$ cat config.mk
export PLATFORM = sky130hd
export DESIGN_NAME = ws_warp_sched
export DESIGN_NICKNAME = d
export VERILOG_FILES = /design/src/rtl/ws_pkg.sv /design/src/rtl/ws_rr_pick.sv /design/src/rtl/ws_slot_alloc.sv /design/src/rtl/ws_blk_eval.sv /design/src/rtl/ws_warp_sched.sv
export SDC_FILE = /design/constraint.sdc
export NUM_CORES = 2
export LEC_CHECK = 0
export BUFFER_PORTS_ARGS = -buffer_cell sky130_fd_sc_hd__buf_2
export CAP_MARGIN = 25
export CORE_MARGIN = 1
export CORE_UTILIZATION = 46
export CTS_CLUSTER_SIZE = 12
export DETAILED_ROUTE_END_ITERATION = 10
export PLACE_DENSITY = 0.62
export SKIP_LAST_GASP = 1
export SLEW_MARGIN = 10
export SYNTH_ARGS = -nofsm -noshare
export SYNTH_HDL_FRONTEND = slang
export SYNTH_HIERARCHICAL = 1
export SYNTH_SLANG_ARGS = --single-unit
$ cat constraint.sdc
create_clock -name clk -period 113.6 [get_ports clk]
set_input_delay 11.36 -clock clk [delete_from_list [all_inputs] [get_ports clk]]
set_output_delay 11.36 -clock clk [all_outputs]
set_load 0.05 [all_outputs]
$ cat src/rtl/ws_pkg.sv
package ws_pkg;

  // per-slot status bundle
  typedef struct packed {
    logic live;
    logic waiting;
    logic done;
  } ws_flags_t;

  // number of warps needed for a thread count
  function automatic int warps_for(input int thr, input int lanes);
    return (thr + lanes - 1) / lanes;
  endfunction

endpackage

$ cat src/rtl/ws_rr_pick.sv
module ws_rr_pick #(
  parameter int N  = 24,
  parameter int IW = 5
) (
  input  logic [N-1:0]  req,
  input  logic [IW-1:0] last,
  output logic          found,
  output logic [IW-1:0] idx
);
  always_comb begin
    found = 1'b0;
    idx   = '0;
    for (int k = 1; k <= N; k++) begin
      int j;
      j = (int'(last) + k) % N;
      if (!found && req[j]) begin
        found = 1'b1;
        idx   = IW'(j);
      end
    end
  end
endmodule

$ cat src/rtl/ws_slot_alloc.sv
module ws_slot_alloc #(
  parameter int N  = 24,
  parameter int CW = 5
) (
  input  logic [N-1:0]  busy,
  input  logic [CW-1:0] need,
  output logic [N-1:0]  take,
  output logic [N-1:0]  take_last,
  output logic [CW-1:0] free_cnt
);
  always_comb begin
    int cnt;
    cnt       = 0;
    take      = '0;
    take_last = '0;
    for (int i = 0; i < N; i++) begin
      if (!busy[i] && cnt < int'(need)) begin
        take[i]      = 1'b1;
        take_last[i] = (cnt == int'(need) - 1);
        cnt          = cnt + 1;
      end
    end
  end

  always_comb begin
    free_cnt = '0;
    for (int i = 0; i < N; i++) free_cnt = free_cnt + CW'(!busy[i]);
  end
endmodule

$ cat src/rtl/ws_blk_eval.sv
module ws_blk_eval #(
  parameter int NS = 24,
  parameter int NB = 8,
  parameter int BW = 3
) (
  input  logic [NS-1:0] live,
  input  logic [NS-1:0] waiting,
  input  logic [NS-1:0] done,
  input  logic [BW-1:0] blk_of [NS],
  input  logic [NB-1:0] blk_busy,
  output logic [NB-1:0] release_b,
  output logic [NB-1:0] retire_b
);
  logic [NB-1:0] all_arr, all_done, any_wait;

  always_comb begin
    for (int b = 0; b < NB; b++) begin
      all_arr[b]  = 1'b1;
      all_done[b] = 1'b1;
      any_wait[b] = 1'b0;
      for (int i = 0; i < NS; i++) begin
        if (live[i] && int'(blk_of[i]) == b) begin
          if (!(waiting[i] || done[i])) all_arr[b] = 1'b0;
          if (!done[i])                 all_done[b] = 1'b0;
          if (waiting[i])               any_wait[b] = 1'b1;
        end
      end
      release_b[b] = blk_busy[b] && all_arr[b] && any_wait[b] && !all_done[b];
      retire_b[b]  = blk_busy[b] && all_done[b];
    end
  end
endmodule

$ cat src/rtl/ws_warp_sched.sv
module ws_warp_sched #(
  parameter int NUM_SLOTS   = 24,
  parameter int MAX_BLKS    = 8,
  parameter int LANES       = 32,
  parameter int MAX_THREADS = 512
) (
  input  logic                                 clk,
  input  logic                                 rst_n,
  input  logic                                 adm_valid,
  input  logic [$clog2(MAX_THREADS+1)-1:0]     adm_threads,
  output logic                                 adm_ready,
  output logic [$clog2(MAX_BLKS)-1:0]          adm_id,
  input  logic [NUM_SLOTS-1:0]                 warp_ready,
  input  logic [NUM_SLOTS-1:0]                 bar_hit,
  input  logic [NUM_SLOTS-1:0]                 done_hit,
  output logic                                 iss_valid,
  output logic [$clog2(NUM_SLOTS)-1:0]         iss_slot,
  output logic [$clog2(MAX_BLKS)-1:0]          iss_blk,
  output logic [LANES-1:0]                     iss_mask
);
  import ws_pkg::*;

  localparam int SW = $clog2(NUM_SLOTS);
  localparam int BW = $clog2(MAX_BLKS);
  localparam int LW = $clog2(LANES);
  localparam int CW = $clog2(NUM_SLOTS + 1);

  ws_flags_t           flg_q [NUM_SLOTS];
  ws_flags_t           flg_d [NUM_SLOTS];
  logic [BW-1:0]       blk_q [NUM_SLOTS];
  logic [BW-1:0]       blk_d [NUM_SLOTS];
  logic [LW-1:0]       tail_q[NUM_SLOTS];
  logic [LW-1:0]       tail_d[NUM_SLOTS];
  logic [MAX_BLKS-1:0] bbusy_q, bbusy_d;
  logic [SW-1:0]       last_q;

  logic [NUM_SLOTS-1:0] live_v, wait_v, done_v, elig, take, take_last;
  logic [MAX_BLKS-1:0]  rel_b, ret_b;
  logic [CW-1:0]        need, free_cnt;
  logic                 size_ok, blk_free, accept;

  always_comb begin
    for (int i = 0; i < NUM_SLOTS; i++) begin
      live_v[i] = flg_q[i].live;
      wait_v[i] = flg_q[i].waiting;
      done_v[i] = flg_q[i].done;
    end
  end

  assign elig = live_v & ~wait_v & ~done_v & warp_ready;

  ws_rr_pick #(.N(NUM_SLOTS), .IW(SW)) u_pick (
    .req(elig), .last(last_q), .found(iss_valid), .idx(iss_slot));

  ws_blk_eval #(.NS(NUM_SLOTS), .NB(MAX_BLKS), .BW(BW)) u_eval (
    .live(live_v), .waiting(wait_v), .done(done_v), .blk_of(blk_q),
    .blk_busy(bbusy_q), .release_b(rel_b), .retire_b(ret_b));

  // admission sizing
  assign size_ok = (adm_threads != '0) && (int'(adm_threads) <= MAX_THREADS);
  assign need    = size_ok ? CW'(warps_for(int'(adm_threads), LANES)) : '0;

  ws_slot_alloc #(.N(NUM_SLOTS), .CW(CW)) u_alloc (
    .busy(live_v), .need(need), .take(take), .take_last(take_last),
    .free_cnt(free_cnt));

  always_comb begin
    blk_free = 1'b0;
    adm_id   = '0;
    for (int b = MAX_BLKS - 1; b >= 0; b--) begin
      if (!bbusy_q[b]) begin
        blk_free = 1'b1;
        adm_id   = BW'(b);
      end
    end
  end

  assign adm_ready = size_ok && blk_free && (free_cnt >= need);
  assign accept    = adm_valid && adm_ready;

  // issue outputs
  assign iss_blk  = blk_q[iss_slot];
  assign iss_mask = (tail_q[iss_slot] == '0) ? '1 :
                    (({{(LANES-1){1'b0}}, 1'b1} << tail_q[iss_slot]) - 1'b1);

  // next state
  always_comb begin
    bbusy_d = (bbusy_q & ~ret_b);
    if (accept) bbusy_d[adm_id] = 1'b1;
    for (int i = 0; i < NUM_SLOTS; i++) begin
      flg_d[i]  = flg_q[i];
      blk_d[i]  = blk_q[i];
      tail_d[i] = tail_q[i];
      if (flg_q[i].live) begin
        flg_d[i].waiting = (flg_q[i].waiting && !rel_b[blk_q[i]]) ||
                           (bar_hit[i] && !flg_q[i].waiting && !flg_q[i].done);
        flg_d[i].done    = flg_q[i].done || done_hit[i];
        if (ret_b[blk_q[i]]) flg_d[i] = '0;
      end else if (accept && take[i]) begin
        flg_d[i]  = '{live: 1'b1, waiting: 1'b0, done: 1'b0};
        blk_d[i]  = adm_id;
        tail_d[i] = take_last[i] ? adm_threads[LW-1:0] : '0;
      end
    end
  end

  // registers
  always_ff @(posedge clk or negedge rst_n) begin
    if (!rst_n) begin
      bbusy_q <= '0;
      last_q  <= SW'(NUM_SLOTS - 1);
      for (int i = 0; i < NUM_SLOTS; i++) begin
        flg_q[i]  <= '0;
        blk_q[i]  <= '0;
        tail_q[i] <= '0;
      end
    end else begin
      bbusy_q <= bbusy_d;
      if (iss_valid) last_q <= iss_slot;
      for (int i = 0; i < NUM_SLOTS; i++) begin
        flg_q[i] <= flg_d[i];
        if (accept && take[i]) begin
          blk_q[i]  <= blk_d[i];
          tail_q[i] <= tail_d[i];
        end
      end
    end
  end


  iss_ok_chk: assert property (@(posedge clk) disable iff (!rst_n)
    iss_valid |-> (warp_ready[iss_slot] && live_v[iss_slot] && !wait_v[iss_slot] && !done_v[iss_slot]));


  no_idle_chk: assert property (@(posedge clk) disable iff (!rst_n)
    (|(live_v & ~wait_v & ~done_v & warp_ready)) |-> iss_valid);


  adm_fit_chk: assert property (@(posedge clk) disable iff (!rst_n)
    (adm_valid && adm_ready) |-> ($countones(take) == int'(need) && $countones(take & live_v) == 0));


  retire_free_chk: assert property (@(posedge clk) disable iff (!rst_n)
    (|ret_b) |=> ((bbusy_q & $past(ret_b)) == '0));

  generate
    for (genvar g = 0; g < NUM_SLOTS; g++) begin : g_slot_chk

      bar_set_chk: assert property (@(posedge clk) disable iff (!rst_n)
        (bar_hit[g] && live_v[g] && !wait_v[g] && !done_v[g] && !ret_b[blk_q[g]]) |=> wait_v[g]);
    end
  endgenerate

endmodule

==> impl_results.md <==
- Outcome: finished clean
- Largest family of logic cells by synthesized area: simple AND/OR/NAND/NOR gates
- Row Count: 103
- Crit Path Max Fanout: 25
- Routed met2 length: 74660 um
- Final hold vios: 0
- Hold bufs inserted after CTS: 0
- Setup TNS: 0 ps
- Clock Skew: 35.09 ps
- Worst-margin pin slew: 1188 ps
- Drt wl/cell: 32.70 um
- Final WL: 177900 um
- Synth unique cells: 152
- XOR/XNOR Fraction of Synth Area: 5.387%
- Post-detailed-route count of antenna-violating nets: 0
- Area of the multi-input gates: 28120 um2
- Largest net degree at the start of global routing: 171
- Synth Area in Simple Gates: 24.59%
- Area leader, netlist: dfrtp_1
- WS Path Type: input port to flip-flop
- Final #Nets: 4651
- Placed wire-length estimate: 138200 um
- # DRC: 0
- Mux cell area share after synthesis: 19.59%
- First-pass GRT wire length: 254400 um
- Instance area at placement: 39220 um2
- Port bufs: 128
- Top Metal Used: met5
- Fin crit share: 51.80%
- Overall routing resource usage: 42.51%
- WP data required: 114080 ps
- Most frequent cell on the critical path: ha_1
- Clk buf depth: 3
- Starting Density: 46.78%
- Synth Instances: 4274
- Vias in the first global route: 35360
- Die Span X: 286.2 um
- Ports: 130
- RSZ-0062 raised after global routing: no
- CP Buf/Inv Count: 14
- Layout cells sized above 1: 19.36%
- Hold Path Class: flip-flop to flip-flop
- Met3 routed WL: 19760 um
- Reg clk slew, reported paths: 60 ps
- Area added between synthesis and finish: 9.008%
- Area taken by flip-flops and latches: 6938 um2
- Number of synthesized flops with an enable pin: 0
- Top cells by count, synth: nand2_1 (394), inv_1 (314), dfrtp_1 (273), nor2_1 (236), mux2i_1 (222)
- CP delay by family, top: simple AND/OR/NAND/NOR gates
- # fillers: 7598
- Slew HR: 20.18%
- Latest clock arrival within the worst-skew pair: 590 ps
- CTS tree: yes
- Fin area: 40490 um2
- Dpl cells: 5368
- Sequential element share of the synthesized area: 18.68%
- Max Transition Viols Final: 0
- CTS buffer count: 36
- Synthesized flop and latch total: 277
- Main flop type after synthesis: dfrtp_1
- Synth Area in Compound Gates: 18.44%
- Remaining global-route overflow: 0
- Yosys top cell area share: 18.39%
- DIE HEIGHT: 286.2 um
- Largest stage delay, worst path: 630 ps
- Async SR Flop Fraction: 100.0%
- Slowest stage cell, crit path: nor4b_2
- Antenna violations before repair: 11
- Post-cts resize count: 0
- Critical Path Sink Type: flip-flop
- Post-CTS Setup Bufs: 0
- Clk root buf: clkbuf_16
- Mapped cell area: 37140 um2
- Setup-failing EPs final: 0
- Maxcap violations: 0
- Vias/cell: 6.964
- M1 WL: 72330 um
- Via count: 37880
- Die area: 81880 um2
- Non-filler cells, final: 5440
- Minimum clock period: 58840 ps
- H-tree Lvls: 2
- Most numerous cell in the Yosys netlist: nand2_1
- Synth top area cells: dfrtp_1 (18%), mux4_2 (9.6%), ha_1 (6.3%), mux2i_1 (6.0%), nand2_1 (4.0%)
- Detailed-router iteration count before antenna repair: 8
- Initial DRC Count: 4660
- Mean post-synth cell area: 8.690 um2
- GPL Wtd Cong: 1.109
- Highest Clock Rate: 16.99 MHz
- Crit path launch type: input port
- Adder-Cell Fraction of Synth Area: 7.243%
- Placeable Area: 79390 um2
- CP arrival: 59320 ps
- Clock sink count: 277
- YS warnings: 6
## flip-flops by register name, indices dropped and copies added (netlist names)
register / cells
done_v: 24
last_q: 5
blk_q: 72
tail_q: 120
flg_q: 48
bbusy_q: 8
## cell type report
| cell class | instances | area share, % |
|---|---|---|
| sequential | 277 | 17.14 |
| clock buffer | 46 | 2.441 |
| timing repair buffer | 245 | 4.008 |
| inverter | 335 | 3.128 |
| clock inverter | 16 | 0.5594 |
| multi-input combinational | 3467 | 69.46 |
| antenna | 4 | 0.02472 |
| tap | 1050 | 3.245 |
## tightest hold or removal path, stage by stage (launching register included)
cell and delay, ps:
dfrtp_1 370, inv_1 50, mux2i_1 60
## logic make-up after synthesis
group,Yosys count
AO/OA/AOI/OAI,950
XOR/XNOR,190
adder cells (fa/ha/maj),205
buffers and inverters,531
flip-flops,277
multiplexers,508
other,2
AND/OR/NAND/NOR,1611
## layer usage
layer,vias to the layer above,GRT usage (%)
li1,16250,-
met1,18880,56.72
met2,2315,62.31
met3,443,11.70
met4,4,22.71
met5,-,0
## through the flow
| step | hold WS, ps | setup WS [ps] | util, % |
|---|---|---|---|
| after floorplan | 486.3 | 60800 | - |
| after global placement | 501.5 | 56420 | 49.17 |
| after detailed placement | 507.8 | 55100 | 49.40 |
| after CTS | 517.7 | 55540 | 50.93 |
| after global routing | 533.0 | 50980 | 50.99 |
| final | 516.1 | 54760 | 51.00 |
## layout by cell type (no fill, tap or decap), types with 118 or more instances in the layout
| cell | instances |
|---|---|
| nand3_1 | 118 |
| o21ai_0 | 162 |
| nand2_1 | 394 |
| dfrtp_1 | 272 |
| nor3_1 | 187 |
| mux4_2 | 158 |
| a21oi_1 | 139 |
| nor2_1 | 234 |
| ha_1 | 187 |
| o22ai_1 | 135 |
| mux2i_1 | 222 |
| buf_2 | 128 |
| xnor2_1 | 121 |
| inv_1 | 314 |
## final timing paths
check | slack [ps] | from | cells past startpoint | to
worst max register to register | 66870 | flg_q[71] | 194 | blk_q[2]
worst min-delay path | 520 | tail_q[89] | 2 | tail_q[89]
min in group asynchronous | 10860 | rst_n | 1 | flg_q[47]
max in group asynchronous | 101200 | rst_n | 2 | last_q[3]
worst max-delay path | 54760 | adm_threads[4] | 202 | blk_q[2]
worst min register to register | 520 | tail_q[89] | 2 | tail_q[89]
Power is not shown: default switching activity piles up to over one toggle a cycle in this logic, so the estimate is an artifact.
